**config.mk**
```make
export PLATFORM = sky130hd
export DESIGN_NAME = irq_event_unit
export DESIGN_NICKNAME = d
export VERILOG_FILES = /design/src/rtl/irq_unit_pkg.sv /design/src/rtl/irq_unit_status.sv /design/src/rtl/irq_unit_regs.sv /design/src/rtl/irq_unit_trigger.sv /design/src/rtl/irq_event_unit.sv
export SDC_FILE = /design/constraint.sdc
export NUM_CORES = 1
export LEC_CHECK = 0
export ABC_CLOCK_PERIOD_IN_PS = 3900
export BUFFER_PORTS_ARGS = -buffer_cell sky130_fd_sc_hd__buf_2
export CORE_ASPECT_RATIO = 0.5
export CORE_MARGIN = 2
export CORE_UTILIZATION = 52
export CTS_BUF_LIST = sky130_fd_sc_hd__clkbuf_4
export CTS_CLUSTER_DIAMETER = 80
export DETAILED_ROUTE_END_ITERATION = 8
export GPL_TIMING_DRIVEN = 0
export PLACE_DENSITY = 0.86
export SLEW_MARGIN = 30
export SYNTH_ARGS = -nofsm -noshare
export SYNTH_HDL_FRONTEND = slang
export SYNTH_HIERARCHICAL = 1
export SYNTH_SLANG_ARGS = --single-unit
export TNS_END_PERCENT = 5
```
**constraint.sdc**
```tcl
create_clock -name clk -period 3.9 [get_ports clk]
set_input_delay 1.17 -clock clk [delete_from_list [all_inputs] [get_ports clk]]
set_output_delay 1.17 -clock clk [all_outputs]
set_load 0.02 [all_outputs]
```
**src/rtl/irq_unit_pkg.sv**
```systemverilog
package irq_unit_pkg;

    localparam int unsigned REG_W      = 32;
    localparam int unsigned N_SRC      = 4;
    localparam int unsigned OFS_ENABLE = 8;
    localparam int unsigned OFS_VECTOR = 12;
    localparam int unsigned OFS_STATUS = 16;
    localparam int unsigned OFS_CAPS   = 20;
    localparam int unsigned BIT_GLOBAL = 31;
    localparam int unsigned BIT_BURST  = 8;
    localparam int unsigned VEC_W      = 8;

    // source bits: data avail, status valid, locality change, command ready
    localparam logic [REG_W-1:0] SRC_MASK = 32'h0000_0087;
    localparam logic [REG_W-1:0] EN_MASK  = SRC_MASK | (32'h1 << BIT_GLOBAL);

    typedef enum logic [1:0] {
        TRG_QUIET = 2'd0,
        TRG_PULSE = 2'd1,
        TRG_HOLD  = 2'd2
    } trg_state_e;

    // status bit position -> event index, or -1 when the bit is not a source
    function automatic int src_index(input int unsigned pos);
        int idx;
        case (pos)
            0:       idx = 0;
            1:       idx = 1;
            2:       idx = 2;
            7:       idx = 3;
            default: idx = -1;
        endcase
        return idx;
    endfunction

    function automatic logic [REG_W-1:0] caps_word(input bit edge_mode,
                                                   input bit active_high,
                                                   input bit burst_static);
        logic [REG_W-1:0] w;
        w = SRC_MASK;
        if (burst_static)
            w[BIT_BURST] = 1'b1;
        if (edge_mode)
            w[active_high ? 5 : 6] = 1'b1;
        else
            w[active_high ? 3 : 4] = 1'b1;
        return w;
    endfunction

endpackage

```
**src/rtl/irq_unit_status.sv**
```systemverilog
module irq_unit_status
    import irq_unit_pkg::*;
(
    input  logic             clk,
    input  logic             rst_n,
    input  logic [N_SRC-1:0] evt,
    input  logic             clr_we,
    input  logic [REG_W-1:0] clr_data,
    output logic [REG_W-1:0] status_q
);

    logic unused_clr_bits;
    assign unused_clr_bits = ^(clr_data & ~SRC_MASK);

    for (genvar b = 0; b < REG_W; b++) begin : g_bit
        localparam int SI = src_index(b);
        if (SI >= 0) begin : g_src
            logic bit_q;
            always_ff @(posedge clk or negedge rst_n) begin
                if (!rst_n)
                    bit_q <= 1'b0;
                else if (evt[SI])
                    bit_q <= 1'b1;
                else if (clr_we && clr_data[b])
                    bit_q <= 1'b0;
            end
            assign status_q[b] = bit_q;
        end else begin : g_none
            assign status_q[b] = 1'b0;
        end
    end

endmodule

```
**src/rtl/irq_unit_regs.sv**
```systemverilog
module irq_unit_regs
    import irq_unit_pkg::*;
#(
    parameter int unsigned ADDR_W       = 8,
    parameter bit          EDGE_MODE    = 1'b0,
    parameter bit          ACTIVE_HIGH  = 1'b1,
    parameter bit          BURST_STATIC = 1'b1
) (
    input  logic              clk,
    input  logic              rst_n,
    input  logic              bus_wr,
    input  logic [ADDR_W-1:0] bus_addr,
    input  logic [REG_W-1:0]  bus_wdata,
    input  logic [REG_W-1:0]  status_q,
    output logic [REG_W-1:0]  en_q,
    output logic [REG_W-1:0]  bus_rdata
);

    localparam logic [REG_W-1:0]  CAPS   = caps_word(EDGE_MODE, ACTIVE_HIGH, BURST_STATIC);
    localparam logic [ADDR_W-1:0] A_EN   = ADDR_W'(OFS_ENABLE);
    localparam logic [ADDR_W-1:0] A_VEC  = ADDR_W'(OFS_VECTOR);
    localparam logic [ADDR_W-1:0] A_STS  = ADDR_W'(OFS_STATUS);
    localparam logic [ADDR_W-1:0] A_CAPS = ADDR_W'(OFS_CAPS);

    logic [VEC_W-1:0] vec_q;

    always_ff @(posedge clk or negedge rst_n) begin
        if (!rst_n) begin
            en_q  <= '0;
            vec_q <= '0;
        end else if (bus_wr) begin
            if (bus_addr == A_EN)
                en_q <= bus_wdata & EN_MASK;
            if (bus_addr == A_VEC)
                vec_q <= bus_wdata[VEC_W-1:0];
        end
    end

    always_comb begin
        bus_rdata = '0;
        if (bus_addr == A_EN)
            bus_rdata = en_q;
        else if (bus_addr == A_VEC)
            bus_rdata = {{(REG_W-VEC_W){1'b0}}, vec_q};
        else if (bus_addr == A_STS)
            bus_rdata = status_q;
        else if (bus_addr == A_CAPS)
            bus_rdata = CAPS;
    end

endmodule

```
**src/rtl/irq_unit_trigger.sv**
```systemverilog
module irq_unit_trigger
    import irq_unit_pkg::*;
#(
    parameter bit EDGE_MODE   = 1'b0,
    parameter bit ACTIVE_HIGH = 1'b1
) (
    input  logic clk,
    input  logic rst_n,
    input  logic pending,
    output logic irq_out
);

    trg_state_e state_q, state_d;
    logic       active;

    always_ff @(posedge clk or negedge rst_n) begin
        if (!rst_n)
            state_q <= TRG_QUIET;
        else
            state_q <= state_d;
    end

    always_comb begin
        state_d = TRG_QUIET;
        unique case (state_q)
            TRG_QUIET: state_d = pending ? TRG_PULSE : TRG_QUIET;
            TRG_PULSE: state_d = pending ? TRG_HOLD  : TRG_QUIET;
            TRG_HOLD:  state_d = pending ? TRG_HOLD  : TRG_QUIET;
            default:   state_d = TRG_QUIET;
        endcase
    end

    if (EDGE_MODE) begin : g_edge
        always_comb active = (state_q == TRG_PULSE);
    end else begin : g_level
        always_comb active = (state_q != TRG_QUIET);
    end

    always_comb irq_out = ACTIVE_HIGH ? active : ~active;

endmodule

```
**src/rtl/irq_event_unit.sv**
```systemverilog
module irq_event_unit
    import irq_unit_pkg::*;
#(
    parameter int unsigned ADDR_W       = 8,
    parameter bit          EDGE_MODE    = 1'b0,
    parameter bit          ACTIVE_HIGH  = 1'b1,
    parameter bit          BURST_STATIC = 1'b1
) (
    input  logic              clk,
    input  logic              rst_n,
    input  logic              bus_wr,
    input  logic [ADDR_W-1:0] bus_addr,
    input  logic [31:0]       bus_wdata,
    output logic [31:0]       bus_rdata,
    input  logic              evt_data_avail,
    input  logic              evt_sts_valid,
    input  logic              evt_loc_change,
    input  logic              evt_cmd_ready,
    output logic              irq_out
);

    localparam logic [ADDR_W-1:0] A_STS = ADDR_W'(OFS_STATUS);

    logic [N_SRC-1:0] evt_vec;
    logic [REG_W-1:0] en_q;
    logic [REG_W-1:0] status_q;
    logic             sts_clr_we;
    logic             pending;

    assign evt_vec    = {evt_cmd_ready, evt_loc_change, evt_sts_valid, evt_data_avail};
    assign sts_clr_we = bus_wr && (bus_addr == A_STS);
    assign pending    = en_q[BIT_GLOBAL] && (|(status_q & en_q & SRC_MASK));

    irq_unit_status u_status (
        .clk      (clk),
        .rst_n    (rst_n),
        .evt      (evt_vec),
        .clr_we   (sts_clr_we),
        .clr_data (bus_wdata),
        .status_q (status_q)
    );

    irq_unit_regs #(
        .ADDR_W       (ADDR_W),
        .EDGE_MODE    (EDGE_MODE),
        .ACTIVE_HIGH  (ACTIVE_HIGH),
        .BURST_STATIC (BURST_STATIC)
    ) u_regs (
        .clk       (clk),
        .rst_n     (rst_n),
        .bus_wr    (bus_wr),
        .bus_addr  (bus_addr),
        .bus_wdata (bus_wdata),
        .status_q  (status_q),
        .en_q      (en_q),
        .bus_rdata (bus_rdata)
    );

    irq_unit_trigger #(
        .EDGE_MODE   (EDGE_MODE),
        .ACTIVE_HIGH (ACTIVE_HIGH)
    ) u_trigger (
        .clk     (clk),
        .rst_n   (rst_n),
        .pending (pending),
        .irq_out (irq_out)
    );

endmodule

```
==> run_results.csv, run 1 <==
group,metric,value,unit
sta,period_minus_slack,3.78,ns
floorplanning,chipWidth,79.4,um
routing,dr.pass1.iters,4,
routing,vias,1189,
sta,fin_tns_setup,0,ns
pwr,p_per_area,211,nW/um^2
clocking,hold_buffers,0,
clocking,postCtsSetupRepairBufs,0,
global_route,use_met1,22.2,%
global_route,met2_usage,36.3,%
sta,clock_skew,0.00650,ns
final_layout,nFillCells,208,
placement,io_buffers,34,
clocking,htreeDepth,1,
routing,vias_per_cell,4.63,
floorplanning,dieArea,3310,sq um
worst_setup_path,cp_data_required_time,2.73,ns
clocking,cts_tree,"built",
routing,drtIter0Drc,84,
final_layout,seq_area,475,sq um
placement,dpl.hpwl,2440,um
global_route,grt_overflow,0,
worst_setup_path,crit_type,"input port to output port",
floorplanning,pin_count,80,
sta,fmax,264,MHz
flow_run,drv_cap,0,
routing,drc,0,
clocking,cts.repair.resized,0,
routing,routedWlPerCell,11.9,um
clocking,clockBufferDepth,2,
final_layout,area_growth,23.5,%
synthesis,synth_area,1480,sq um
floorplanning,die_h,41.7,um
global_route,grtUsageTotal,19.6,%
clocking,worstSkewPairLatency,0.29,ns
clocking,cts.sinks,19,
sta,period_share,97.0,%
sta,rsz0062_at_grt,"no",
pwr,power.ir.vdd_worst,0.000102,V
clocking,root_buffer,"clkbuf_4",
pwr,leakagePower,0.971,nW
hold_path,min_path_type,"flip-flop to flip-flop",
floorplanning,start_util,55.7,%
worst_setup_path,worstSetupEndpointType,"output port",
final_layout,multiInputGateArea,820,sq um
final_layout,fin_nets,270,
final_layout,drive_gt1_share,40.9,%
final_layout,utilization,68.9,%
placement,place_area,1800,sq um
worst_setup_path,critical_path_arrival,2.61,ns
synthesis,ys.warnings.count,6,
clocking,cts_buffers,3,
final_layout,final_area,1830,sq um
placement,globalplace.congestion,0.744,
routing,drt_wl_total,3050,um
worst_setup_path,worst_setup_path_start_kind,"input port",
worst_setup_path,crit_fanout,10,
global_route,top_usage_layer,"met2",
global_route,grt_util_met3,5.65,%
final_layout,final_cell_mix,"buf_2 (36), buf_4 (32), conb_1 (28), and2_1 (23), dfrtp_1 (19)",
sta,drv_slew,0,
pwr,p_total,0.385,mW
sta,setup_viol,0,
synthesis,syn_inst,155,
synthesis,syn_avg_cell_area,9.53,sq um
clocking,path_clk_slew,0.10,ns
global_route,antenna_found_initial,0,
final_layout,final_common_cell,"buf_2",
global_route,grt_max_degree,20,
floorplanning,coreArea,2650,sq um
global_route,first_global_vias,1199,
status,status,"complete, no violations",
sta,hold_violations,0,
floorplanning,row_count,13,
final_layout,antenna_cells,0,
global_route,grt_pass1_wl,5070,um
routing,ant_nets,0,
==> per-stage QoR <==
stage                     std cells  setup WS [ns]  hold WS, ns
after floorplan                 182          0.123        0.450
after global placement          253          0.105        0.461
after detailed placement        253          0.121        0.470
after CTS                       257          0.123        0.494
after global routing            257         0.0730        0.509
final                           257          0.117        0.489
==> final timing paths <==
kind                                                                 from                                        end  slack [ns]  cells past startpoint
worst max register to register  u_status/g_bit[0].g_src.bit_q$_DFFE_PN0P_             u_trigger/state_q[1]$_DFF_PN0_        2.72                      4
worst min register to register  u_status/g_bit[1].g_src.bit_q$_DFFE_PN0P_  u_status/g_bit[1].g_src.bit_q$_DFFE_PN0P_        0.49                      1
max in group asynchronous                                           rst_n                u_regs/vec_q[0]$_DFFE_PN0P_        2.81                      1
worst min-delay path            u_status/g_bit[1].g_src.bit_q$_DFFE_PN0P_  u_status/g_bit[1].g_src.bit_q$_DFFE_PN0P_        0.49                      1
worst max-delay path                                          bus_addr[1]                              bus_rdata[31]        0.12                      6
min in group asynchronous                                           rst_n                 u_regs/en_q[7]$_DFFE_PN0P_        0.79                      1
==> critical path: stages <==
cell and delay (ns):
buf_2 0.10, or4_4 0.58, or2_0 0.21, buf_2 0.19, nor3_1 0.17, buf_2 0.19
==> power breakdown <==
| group | switching [mW] | internal [mW] |
|---|---|---|
| combinational | 0.0328 | 0.0407 |
| sequential | 0.00454 | 0.203 |
| clock | 0.0569 | 0.0467 |
| total | 0.0942 | 0.291 |
==> per-layer routing <==
| metal | part of all wire (%) | up-vias |
|---|---|---|
| met2 | 51 | 34 |
| li1 | - | 596 |
| met4 | 0.75 | 0 |
| met5 | 0 | - |
| met3 | 5.6 | 2 |
| met1 | 43 | 557 |
==> registers in the layout (all words and copies together), names as in the netlist <==
register and cells:
u_trigger/state_q 2, u_regs/vec_q 8, u_regs/en_q 5, u_status/g_bit.g_src.bit_q 4
==> final cells by class <==
type	count	area share [%]
Buffer	38	14.9
Clock buffer	4	1.64
Inverter	3	0.617
Multi-Input combinational cell	122	44.9
Sequential cell	19	26.0
Tap cell	37	2.54
Timing Repair Buffer	34	9.32
Power figures use the tool's default switching activity.
==> run 2: changes to the inputs <==
--- a/config.mk
+++ b/config.mk
@@ -7,9 +7,11 @@
 export LEC_CHECK = 0
 export ABC_CLOCK_PERIOD_IN_PS = 3900
 export BUFFER_PORTS_ARGS = -buffer_cell sky130_fd_sc_hd__buf_2
+export CELL_PAD_IN_SITES_DETAIL_PLACEMENT = 0
+export CELL_PAD_IN_SITES_GLOBAL_PLACEMENT = 2
 export CORE_ASPECT_RATIO = 0.5
 export CORE_MARGIN = 2
-export CORE_UTILIZATION = 52
+export CORE_UTILIZATION = 29
 export CTS_BUF_LIST = sky130_fd_sc_hd__clkbuf_4
 export CTS_CLUSTER_DIAMETER = 80
 export DETAILED_ROUTE_END_ITERATION = 8
==> run_results.csv, run 2 (synthesis gave the netlist of run 1 again) <==
group,metric,value,unit
clocking,cts_tree,"built",
clocking,worstSkewPairLatency,0.30,ns
final_layout,area_growth,26.8,%
worst_setup_path,r2r_cells,4,
routing,top_layer_used,"met4",
floorplanning,die_h,54.5,um
pwr,power.ir.vdd_worst,0.0000897,V
floorplanning,chipWidth,105,um
routing,wl_met1,1290,um
floorplanning,start_util,30.1,%
sta,fmax,266,MHz
final_layout,reg_top3,"u_regs/vec_q: 8 flops, u_regs/en_q: 5 flops, u_status/g_bit.g_src.bit_q: 4 flops",
worst_setup_path,crit_fanout,10,
worst_setup_path,reg2reg_to,"u_trigger/state_q[1]$_DFF_PN0_",
clocking,htreeDepth,1,
routing,vias,1146,
pwr,p_switching,0.103,mW
final_layout,largest_reg_flops,8,
worst_setup_path,crit_start,"bus_addr[1]",
sta,period_share,96.4,%
clocking,hold_buffers,0,
worst_setup_path,cp_data_required_time,2.73,ns
sta,fin_tns_setup,0,ns
final_layout,multiInputGateArea,825,sq um
final_layout,final_cell_mix,"buf_2 (35), buf_4 (33), conb_1 (28), and2_1 (23), dfrtp_1 (19)",
final_layout,seq_area,475,sq um
sta,clock_skew,0.00293,ns
pwr,comb_power_share,18.8,%
worst_setup_path,worstSetupEndpointType,"output port",
floorplanning,row_count,18,
routing,met3_wirelength,140,um
clocking,root_buffer,"clkbuf_4",
clocking,cts_buffers,3,
placement,dp.cells,286,
worst_setup_path,critical_path_arrival,2.59,ns
final_layout,antenna_cells,0,
pwr,seq_power_share,53.7,%
worst_setup_path,critPathCapture,"bus_rdata[31]",
pwr,swShare,26.7,%
worst_setup_path,r2r_start,"u_status/g_bit[0].g_src.bit_q$_DFFE_PN0P_",
sta,setup_viol,0,
final_layout,stdcell_count,290,
pwr,leakagePower,0.966,nW
worst_setup_path,crit_type,"input port to output port",
global_route,antenna_found_initial,0,
routing,routedWlPerCell,10.3,um
routing,vias_per_cell,3.95,
pwr,pwr-share-clk,27.5,%
clocking,path_clk_slew,0.12,ns
global_route,grtUsageTotal,11.0,%
placement,io_buffers,34,
routing,drc,0,
sta,hold_violations,0,
placement,dpl.hpwl,2450,um
pwr,p_per_area,206,nW/um^2
clocking,clockBufferDepth,2,
placement,globalplace.congestion,0.671,
final_layout,nFillCells,533,
sta,period_minus_slack,3.76,ns
global_route,grt_overflow,0,
routing,wl_met2,1540,um
sta,drv_slew,0,
worst_setup_path,max_stage_delay,0.58,ns
clocking,cts.sinks,19,
flow_run,drv_cap,0,
routing,drtIter0Drc,29,
final_layout,final_common_cell,"buf_2",
floorplanning,dieArea,5720,sq um
worst_setup_path,worst_setup_path_start_kind,"input port",
final_layout,drive_gt1_share,41.4,%
sta,rsz0062_at_grt,"no",
worst_setup_path,rrSetupSlack,2.72,ns
routing,dr.pass1.iters,4,
worst_setup_path,crit_chain,"buf_2 > or4_4 > or2_0 > buf_2 > nor3_2 > buf_4",
routing,drt_wl_total,3000,um
global_route,grt_max_degree,20,
pwr,p_int,0.283,mW
floorplanning,coreArea,4910,sq um
hold_path,min_path_type,"flip-flop to flip-flop",
worst_setup_path,slowest_stage,"or4_4",
status,status,"complete, no violations",
global_route,first_global_vias,1050,
final_layout,regMostFlops,"u_regs/vec_q",
final_layout,fin_nets,270,
global_route,grt_pass1_wl,4860,um
floorplanning,pin_count,80,
routing,ant_nets,0,
worst_setup_path,path_common_cell,"buf_2",
-- run 2: area by class of cell --
cell class | instances | share of cell area, %
Multi-Input combinational cell | 122 | 44.0
Sequential cell | 19 | 25.4
Buffer | 38 | 14.6
Timing Repair Buffer | 34 | 9.21
Tap cell | 70 | 4.67
Clock buffer | 3 | 1.20
Inverter | 3 | 0.601
Clock inverter | 1 | 0.401
-- run 2: worst min path at each step --
stage	startpoint	end	slack [ns]	depth (start not counted)
2_1_floorplan	u_status/g_bit[0].g_src.bit_q$_DFFE_PN0P_	u_status/g_bit[0].g_src.bit_q$_DFFE_PN0P_	0.45	1
3_3_place_gp	u_status/g_bit[2].g_src.bit_q$_DFFE_PN0P_	u_status/g_bit[2].g_src.bit_q$_DFFE_PN0P_	0.46	1
3_5_place_dp	u_status/g_bit[0].g_src.bit_q$_DFFE_PN0P_	u_status/g_bit[0].g_src.bit_q$_DFFE_PN0P_	0.47	1
4_1_cts	u_status/g_bit[0].g_src.bit_q$_DFFE_PN0P_	u_status/g_bit[0].g_src.bit_q$_DFFE_PN0P_	0.50	1
5_1_grt	u_status/g_bit[7].g_src.bit_q$_DFFE_PN0P_	u_status/g_bit[7].g_src.bit_q$_DFFE_PN0P_	0.52	1
6_report	u_status/g_bit[0].g_src.bit_q$_DFFE_PN0P_	u_status/g_bit[0].g_src.bit_q$_DFFE_PN0P_	0.49	1
-- run 2: power by group through the flow --
stage          Sequential, mW  Clock (mW)  Combinational, mW
6_report                0.207       0.106             0.0726
5_1_grt                 0.208       0.121             0.0813
2_1_floorplan           0.210           0             0.0471
3_3_place_gp            0.211           0             0.0713
4_1_cts                 0.207       0.112             0.0725
3_5_place_dp            0.211           0             0.0723
-- run 2: what timing repair did --
action,in CTS,in global routing
resized for setup,0,2
buffers inserted,0,0
endpoints found under the setup margin,0,1
-- run 2: per-stage QoR --
stage	hold slack [ns]	utilization [%]	power [mW]	instance area (sq um)	worst slack (ns)
floorplan	0.450	-	0.257	1580	0.123
global placement	0.463	37.4	0.282	1840	0.0907
detailed placement	0.467	37.4	0.284	1840	0.0889
CTS	0.497	38.0	0.392	1870	0.0904
global route	0.521	38.2	0.410	1870	0.0475
finish	0.492	38.2	0.386	1870	0.141
-- run 2: critical path: cells and delay by family --
| family | cells | cell delay, ns |
|---|---|---|
| and+or+nand+nor | 3 | 0.96 |
| buffers and inverters | 3 | 0.45 |
-- run 2: routing by layer --
layer | track usage (%) | vias up
li1 | - | 590
met1 | 12.7 | 530
met2 | 21.0 | 24
met3 | 2.86 | 2
met4 | 3.33 | 0
met5 | 0 | -
